## config.mk

```make
export PLATFORM = sky130hd
export DESIGN_NAME = smb_scl_lowwatch
export DESIGN_NICKNAME = d
export VERILOG_FILES = /design/src/rtl/smb_lw_pkg.sv /design/src/rtl/smb_lw_tick.sv /design/src/rtl/smb_lw_lowtimer.sv /design/src/rtl/smb_lw_startdet.sv /design/src/rtl/smb_lw_action.sv /design/src/rtl/smb_scl_lowwatch.sv
export SDC_FILE = /design/constraint.sdc
export NUM_CORES = 1
export LEC_CHECK = 0
export BUFFER_PORTS_ARGS = -buffer_cell sky130_fd_sc_hd__buf_4
export CORE_AREA = 2 2 72 74
export CTS_CLUSTER_DIAMETER = 30
export DETAILED_ROUTE_END_ITERATION = 8
export DIE_AREA = 0 0 74 76
export PLACE_DENSITY_LB_ADDON = 0.08
export SYNTH_ARGS = -nofsm -noshare
export SYNTH_HDL_FRONTEND = slang
export SYNTH_HIERARCHICAL = 1
export SYNTH_SLANG_ARGS = --single-unit
```

## constraint.sdc

```tcl
create_clock -name clk -period 6.65 [get_ports clk]
set_clock_uncertainty 0.05 [all_clocks]
set_input_delay 1.33 -clock clk [delete_from_list [all_inputs] [get_ports clk]]
set_output_delay 1.33 -clock clk [all_outputs]
set_load 0.01 [all_outputs]
```

## src/rtl/smb_lw_pkg.sv

```systemverilog
package smb_lw_pkg;

   typedef enum logic {
      ROLE_SLAVE  = 1'b0,
      ROLE_MASTER = 1'b1
   } smb_role_e;

   typedef struct packed {
      logic hit_tmo;    // low time has just reached the first deadline
      logic hit_recov;  // low time has just reached the second deadline
   } smb_lw_evt_t;

endpackage

```

## src/rtl/smb_lw_tick.sv

```systemverilog
module smb_lw_tick #(
   parameter int PRESC_W = 17
) (
   input  logic               clk,
   input  logic               rst_n,
   input  logic               scl_i,
   input  logic [PRESC_W-1:0] prescale_i,
   output logic               tick_o
);

   logic [PRESC_W-1:0] div_q;
   logic               wrap;

   assign wrap   = (div_q >= prescale_i);
   assign tick_o = !scl_i && wrap;

   // the divider restarts whenever the clock line is seen high
   always_ff @(posedge clk or negedge rst_n) begin
      if (!rst_n)
         div_q <= '0;
      else if (scl_i || wrap)
         div_q <= '0;
      else
         div_q <= div_q + 1'b1;
   end

   AST_DIV_RESTART: assert property (@(posedge clk) disable iff (!rst_n)
      scl_i |=> (div_q == '0));

endmodule

```

## src/rtl/smb_lw_lowtimer.sv

```systemverilog
module smb_lw_lowtimer
   import smb_lw_pkg::*;
#(
   parameter int TMO_MS   = 25,
   parameter int RECOV_MS = 35,
   parameter int MS_W     = 6
) (
   input  logic            clk,
   input  logic            rst_n,
   input  logic            scl_i,
   input  logic            tick_i,
   output logic [MS_W-1:0] ms_cnt_o,
   output smb_lw_evt_t     evt_o
);

   localparam logic [MS_W-1:0] TMO_PRE   = MS_W'(TMO_MS - 1);
   localparam logic [MS_W-1:0] RECOV_PRE = MS_W'(RECOV_MS - 1);
   localparam logic [MS_W-1:0] RECOV_LIM = MS_W'(RECOV_MS);

   logic [MS_W-1:0] ms_q;
   logic            step;

   assign step            = tick_i && !scl_i && (ms_q < RECOV_LIM);
   assign evt_o.hit_tmo   = step && (ms_q == TMO_PRE);
   assign evt_o.hit_recov = step && (ms_q == RECOV_PRE);
   assign ms_cnt_o        = ms_q;

   always_ff @(posedge clk or negedge rst_n) begin
      if (!rst_n)
         ms_q <= '0;
      else if (scl_i)
         ms_q <= '0;
      else if (step)
         ms_q <= ms_q + 1'b1;
   end

   AST_MS_CLEAR_ON_HIGH: assert property (@(posedge clk) disable iff (!rst_n)
      scl_i |=> (ms_cnt_o == '0));
   AST_MS_STEP_BY_ONE: assert property (@(posedge clk) disable iff (!rst_n)
      (!scl_i) |=> (ms_cnt_o == $past(ms_cnt_o) || ms_cnt_o == $past(ms_cnt_o) + 1'b1));
   AST_MS_SATURATE: assert property (@(posedge clk) disable iff (!rst_n)
      ms_cnt_o <= RECOV_LIM);

endmodule

```

## src/rtl/smb_lw_startdet.sv

```systemverilog
module smb_lw_startdet (
   input  logic clk,
   input  logic rst_n,
   input  logic scl_i,
   input  logic sda_i,
   output logic start_o
);

   logic scl_q;
   logic sda_q;

   always_ff @(posedge clk or negedge rst_n) begin
      if (!rst_n) begin
         scl_q <= 1'b1;
         sda_q <= 1'b1;
      end else begin
         scl_q <= scl_i;
         sda_q <= sda_i;
      end
   end

   assign start_o = scl_q && scl_i && sda_q && !sda_i;

endmodule

```

## src/rtl/smb_lw_action.sv

```systemverilog
module smb_lw_action
   import smb_lw_pkg::*;
(
   input  logic        clk,
   input  logic        rst_n,
   input  smb_lw_evt_t evt_i,
   input  smb_role_e   role_i,
   input  logic        clear_i,
   input  logic        start_i,
   output logic        flag_o,
   output logic        stop_req_o,
   output logic        slv_rst_o
);

   always_ff @(posedge clk or negedge rst_n) begin
      if (!rst_n) begin
         flag_o     <= 1'b0;
         stop_req_o <= 1'b0;
         slv_rst_o  <= 1'b0;
      end else begin
         // a new timeout takes priority over a simultaneous clear
         if (evt_i.hit_tmo)
            flag_o <= 1'b1;
         else if (clear_i || start_i)
            flag_o <= 1'b0;
         stop_req_o <= (role_i == ROLE_MASTER) && (evt_i.hit_tmo || evt_i.hit_recov);
         slv_rst_o  <= (role_i == ROLE_SLAVE) && evt_i.hit_tmo;
      end
   end

   AST_STOP_ONE_CYCLE: assert property (@(posedge clk) disable iff (!rst_n)
      stop_req_o |=> !stop_req_o);
   AST_SLVRST_ONE_CYCLE: assert property (@(posedge clk) disable iff (!rst_n)
      slv_rst_o |=> !slv_rst_o);
   AST_ACTIONS_EXCLUSIVE: assert property (@(posedge clk) disable iff (!rst_n)
      !(stop_req_o && slv_rst_o));
   AST_SLVRST_WITH_FLAG: assert property (@(posedge clk) disable iff (!rst_n)
      slv_rst_o |-> flag_o);
   AST_FLAG_STICKY: assert property (@(posedge clk) disable iff (!rst_n)
      (flag_o && !clear_i && !start_i) |=> flag_o);

endmodule

```

## src/rtl/smb_scl_lowwatch.sv

```systemverilog
module smb_scl_lowwatch
   import smb_lw_pkg::*;
#(
   parameter int PRESC_W      = 17,
   parameter int TMO_MS       = 25,
   parameter int RECOV_MS     = 35,
   parameter bit START_CLEARS = 1'b1
) (
   input  logic               clk,
   input  logic               rst_n,
   input  logic               scl_i,
   input  logic               sda_i,
   input  logic               master_mode_i,
   input  logic [PRESC_W-1:0] prescale_i,
   input  logic               tmo_clear_i,
   output logic               tmo_flag_o,
   output logic               stop_req_o,
   output logic               slv_rst_o
);

   localparam int MS_W = $clog2(RECOV_MS + 1);

   generate
      if (PRESC_W < 1 || PRESC_W > 32) begin : g_bad_presc
         $error("PRESC_W out of range");
      end
      if (TMO_MS < 1) begin : g_bad_tmo
         $error("TMO_MS must be at least 1");
      end
      if (RECOV_MS <= TMO_MS) begin : g_bad_recov
         $error("RECOV_MS must exceed TMO_MS");
      end
   endgenerate

   logic            tick;
   logic            start_det;
   logic [MS_W-1:0] ms_cnt;
   smb_lw_evt_t     evt;

   smb_lw_tick #(
      .PRESC_W (PRESC_W)
   ) u_tick (
      .clk        (clk),
      .rst_n      (rst_n),
      .scl_i      (scl_i),
      .prescale_i (prescale_i),
      .tick_o     (tick)
   );

   smb_lw_lowtimer #(
      .TMO_MS   (TMO_MS),
      .RECOV_MS (RECOV_MS),
      .MS_W     (MS_W)
   ) u_timer (
      .clk      (clk),
      .rst_n    (rst_n),
      .scl_i    (scl_i),
      .tick_i   (tick),
      .ms_cnt_o (ms_cnt),
      .evt_o    (evt)
   );

   generate
      if (START_CLEARS) begin : g_start
         smb_lw_startdet u_start (
            .clk     (clk),
            .rst_n   (rst_n),
            .scl_i   (scl_i),
            .sda_i   (sda_i),
            .start_o (start_det)
         );
      end else begin : g_nostart
         logic unused_sda;
         assign unused_sda = sda_i;
         assign start_det  = 1'b0;
      end
   endgenerate

   smb_lw_action u_action (
      .clk        (clk),
      .rst_n      (rst_n),
      .evt_i      (evt),
      .role_i     (smb_role_e'(master_mode_i)),
      .clear_i    (tmo_clear_i),
      .start_i    (start_det),
      .flag_o     (tmo_flag_o),
      .stop_req_o (stop_req_o),
      .slv_rst_o  (slv_rst_o)
   );

   AST_NO_STOP_AS_SLAVE: assert property (@(posedge clk) disable iff (!rst_n)
      (!master_mode_i && !$past(master_mode_i)) |-> !stop_req_o);
   AST_FLAG_AT_LIMIT: assert property (@(posedge clk) disable iff (!rst_n)
      (evt.hit_recov && !tmo_clear_i && !start_det) |=> tmo_flag_o);

endmodule

```

Word level (Yosys, flattened, before mapping)
Cells that the tools add are included.

word-level totals
  memory bits (writable) = 0
  memories = 0
  output and inout bits = 3
  flip-flop bits (word level) = 28
  ROM bits = 0
  bits in latches = 0

cells by class
  reduce and logical (&&, ||, !) cells = 17
  divide/modulo/power cells = 0
  order comparisons = 2
  bitwise logic cells = 1
  multiplexer cells = 5
  add/subtract/negate cells = 2
  multipliers = 0
  eq/ne operators = 2
  shift-type cells = 0

operator list
  cell                     count
  $add A17 B1 Y17 const B  1
  $ge A17 B17 Y1           1
  $mux W17                 1
  $mux W6                  2
  $logic_and A1 B1 Y1      10
  $add A6 B1 Y6 const B    1
  $eq A6 B5 Y1 const B     1
  $eq A6 B6 Y1 const B     1
  $lt A6 B6 Y1 const B     1
  $reduce_bool A2 Y1       2
  $logic_or A1 B1 Y1       3
  $logic_not A1 Y1         2
  $mux W1                  2
  $not A1 Y1               1

Logic depth before layout (Yosys ltp)
  word-level depth = 7
  mapped depth = 9
  depth with buffers taken out = 9

Cells and area by module
The synthesis kept the hierarchy.

modules (own cells, without submodules)
  module           cells an instance  seq. area each (um^2)  times used  area an instance (um^2)
  smb_lw_tick      138                425.4                  1           1270.0
  smb_lw_lowtimer  41                 150.1                  1           380.4
  smb_lw_action    7                  75.1                   1           100.1
  smb_lw_startdet  3                  52.6                   1           62.6

Worst setup path after synthesis
Ideal clock, no wire load.

  kind = input -> register
  start point = in prescale_i[16]
  end point = reg u_timer.ms_q[4], in the netlist u_timer/ms_cnt_o[4]
  arrival time = 3.253 ns
  stages on the path = 9
  slack = 3.223 ns
  path buffers = 0
  data required time = 6.475 ns
  setup time = 0.125 ns
  cells stage by stage = inv_1 -> ha_1 -> nand4_2 -> nor4_2 -> a22oi_1 -> a31oi_1 -> nor2b_1 -> nand4_1 -> mux2_2

on the way
  word-level cells in the longest chain between the ends = 5

RTL lines
  item                                 RTL line                RTL
  start: declaration                   smb_scl_lowwatch.sv:14  input logic [PRESC_W-1:0] prescale_i,
  $ge A17 B17 Y1                       smb_lw_tick.sv:14       assign wrap = (div_q >= prescale_i);
  $logic_and A1 B1 Y1                  smb_lw_tick.sv:15       assign tick_o = !scl_i && wrap;
  named net tick                       smb_scl_lowwatch.sv:35  logic tick;
  $logic_and A1 B1 Y1 (2 in a row)     smb_lw_lowtimer.sv:23   assign step = tick_i && !scl_i && (ms_q < RECOV_LIM);
  $reduce_bool A2 Y1 (no source line)  -
  end signal: assignment               smb_lw_lowtimer.sv:34   ms_q <= ms_q + 1'b1;
  end: declaration                     smb_lw_lowtimer.sv:20   logic [MS_W-1:0] ms_q;

The timed path passes the listed nets, and every way through them passes these cells.
A chain may end at the register's enable or synchronous reset.

Worst setup path after layout
  start point = in prescale_i[16]
  end point = reg u_timer.ms_q[0], in the netlist u_timer/ms_cnt_o[0]

Same word-level chain as after synthesis.

==> metrics <==
WL/cell between 10 and 15 um; CTS tree built; Max Used Layer met4; startpoint types primary input; die footprint around 5600 um^2; register area share after synthesis 38.8%; max-slew violation count 0; Cell Chain, Critical Path buf_4 -> inv_1 -> ha_1 -> nand4_2 -> nor4_2 -> a22oi_1 -> a31oi_1 -> inv_1 -> or3_1 -> a21oi_1; GP Congestion 0.780; number of global-route vias before repair ~1500; total grt overflow 0; top-area cell type share of the netlist area between 30 and 40%; Buf/Inv on CP 3; initial core utilization about 37%; Syn Inst Count about 190; Pint between 200 and 300 uW; slowest stage delay, CP between 0.4 and 0.5 ns; Pleak around 1.0 nW; RSZ-0062 raised after global routing false; hold depth 1; cell area after synthesis between 1500 and 2000 um^2; Synth cell types 39; most common library cells after synthesis dfrtp_1 (26), inv_1 (24), ha_1 (21); CP endpoint kind flop; first-pass GRT wire length 6490 um; Num CTS Buffers 3; routed vias ~1400; Die Ht 76 um; Post-synth EDFFs 0; Post-CTS Hold Fix Bufs 0; Synth area leader dfrtp_1; Gate power share around 9.7%; htree depth 1; met3 routed WL about 120 um; Vias per Instance a little under 5; Power, Total between 300 and 400 uW; count leader, synth dfrtp_1; design area 2140 um^2; gr usage total between 10% and 20%; setup TNS 0 ns; Crit path arrival time 3.68 ns; Peak supply drop 74.9 uV; Syn. warnings 6; CP most frequent cell inv_1; setup violators final 0; Mapped Nets approximately 230; Hold Path Class flop to flop; Resized cells post-CTS 0; clk_lat worst skew ~0.27 ns; flops & latches, synth 28; maxcap violations 0; Sw Ratio 21.2%; P per Cell Area around 160 nW/um^2; fin crit period 3.53 ns; clock root cell clkbuf_8; Rows 26; PortBufs 25; Synth Area per Inst around 9.6 um^2; layout filler cell count between 400 and 500; Slew Limit Headroom 64.6%; detailed-route DRC error count 0; Critical Path Stages 10; DP HPWL about 2900 um; IO Count 26; Die Wd about 74 um; final net count between 200 and 300; Net Sw Power between 70 and 80 uW; initial antenna violation count 0; clock power share between 30% and 40%; # diodes 0; setup repair bufs after CTS 0; dominant synthesized flop cell dfrtp_1; Total Wirelength 3620 um; Worst Path Required approximately 6.8 ns; wire length on met2 between 1500 and 2000 um; largest net degree at the start of global routing 29; DR pass1 iterations 4; sequential power share between 50 and 60%; DRT iter0 DRCs slightly above 50; dominant cells by area after synthesis dfrtp_1 (36%), ha_1 (14%), inv_1 (5.0%); Area growth syn-to-layout 18.3%; status finished clean; ys async rst share 100%; maximum clock rate 0.283 GHz; cell count of the worst reg-to-reg path 8; worst-path fanout max 6; CTS clk-pin slew, worst paths 0.10 ns; CP max-delay cell a31oi_1; Longest Clk Path Bufs 2; Tcrit/Tclk final between 50% and 60%; CP top delay family simple AND/OR/NAND/NOR gates; Post-Place Cell Area roughly 2100 um^2; final hold violation count 0; share of layout cells above drive strength 1 a little over a fifth; DRT antenna net count 0; WL met1 1730 um; TritonCTS Sinks 28; Core ar. between 4000 and 5000 um^2; Crit Path Category primary input to flop; Slew @ Worst Pin around 0.53 ns
==> worst paths after layout <==
| check | startpoint | endpoint | slack, ns |
|---|---|---|---|
| max | prescale_i[16] | u_timer/ms_cnt_o[0] | 3.12 |
| min | u_action/flag_o | u_action/flag_o | 0.45 |
| max reg2reg | u_tick/div_q[16] | u_timer/ms_cnt_o[0] | 3.85 |
| min reg2reg | u_action/flag_o | u_action/flag_o | 0.45 |
| max in group asynchronous | rst_n | g_start.u_start/sda_q | 5.33 |
| min in group asynchronous | rst_n | u_tick/div_q[6] | 0.91 |
==> cell families after synthesis <==
group | synth area share, %
multiplexers | 0.621
AND/OR/NAND/NOR | 23.4
XOR/XNOR | 7.73
AO/OA/AOI/OAI | 9.18
buffers and inverters | 5.80
adder cells (fa/ha/maj) | 14.5
flip-flops | 38.8
==> power groups by stage <==
stage | clock (mW) | sequential (mW) | combinational [mW]
3_3_place_gp | 0 | 0.179 | 0.0323
3_5_place_dp | 0 | 0.179 | 0.0337
4_1_cts | 0.138 | 0.176 | 0.0338
2_1_floorplan | 0 | 0.178 | 0.0167
6_report | 0.133 | 0.176 | 0.0331
5_1_grt | 0.145 | 0.176 | 0.0381
==> metrics by stage <==
step	util, %	setup slack (ns)	std cells	hold slack [ns]
after floorplan	-	3.22	189	0.451
after global placement	42.2	2.95	282	0.419
after detailed placement	42.2	2.86	282	0.424
after CTS	43.7	3.15	286	0.448
after global routing	43.7	2.93	286	0.493
final	43.7	3.12	286	0.447
==> area by class of cell <==
| type | count | area, um^2 | share of cell area, % |
|---|---|---|---|
| Clock buffer | 3 | 41.3 | 1.93 |
| Clock inverter | 1 | 30.0 | 1.40 |
| Inverter | 24 | 90.1 | 4.20 |
| Multi-Input combinational cell | 135 | 1000 | 46.8 |
| Sequential cell | 28 | 703 | 32.8 |
| Tap cell | 70 | 87.6 | 4.08 |
| Timing Repair Buffer | 25 | 188 | 8.75 |
==> per-layer routing <==
metal  track usage, %  up-vias
li1                 -      704
met1             19.3      644
met2             23.8       24
met3             1.98        2
met4             3.82        0
met5                0        -
==> flip-flops by register name, summed over array words and instances (netlist names) <==
signal                 count
u_action/flag_o            1
u_timer/ms_cnt_o           6
u_action/stop_req_o        1
u_tick/div_q              17
u_action/slv_rst_o         1
g_start.u_start/scl_q      1
g_start.u_start/sda_q      1
==> cell usage in the layout, fill, tap and decap left out, types with 5 or more instances in the layout <==
| cell | Yosys | routed |
|---|---|---|
| a21oi_1 | 11 | 11 |
| buf_4 | 0 | 25 |
| dfrtp_1 | 26 | 26 |
| ha_1 | 21 | 21 |
| inv_1 | 24 | 24 |
| nand2_1 | 10 | 10 |
| nand3_1 | 8 | 8 |
| nand4_1 | 6 | 6 |
| nor2_1 | 13 | 13 |
| nor2_2 | 10 | 10 |
| nor3_1 | 5 | 5 |
| xnor2_1 | 7 | 7 |
| xor2_1 | 9 | 9 |
Note: power is estimated with default switching activity, not from simulation.
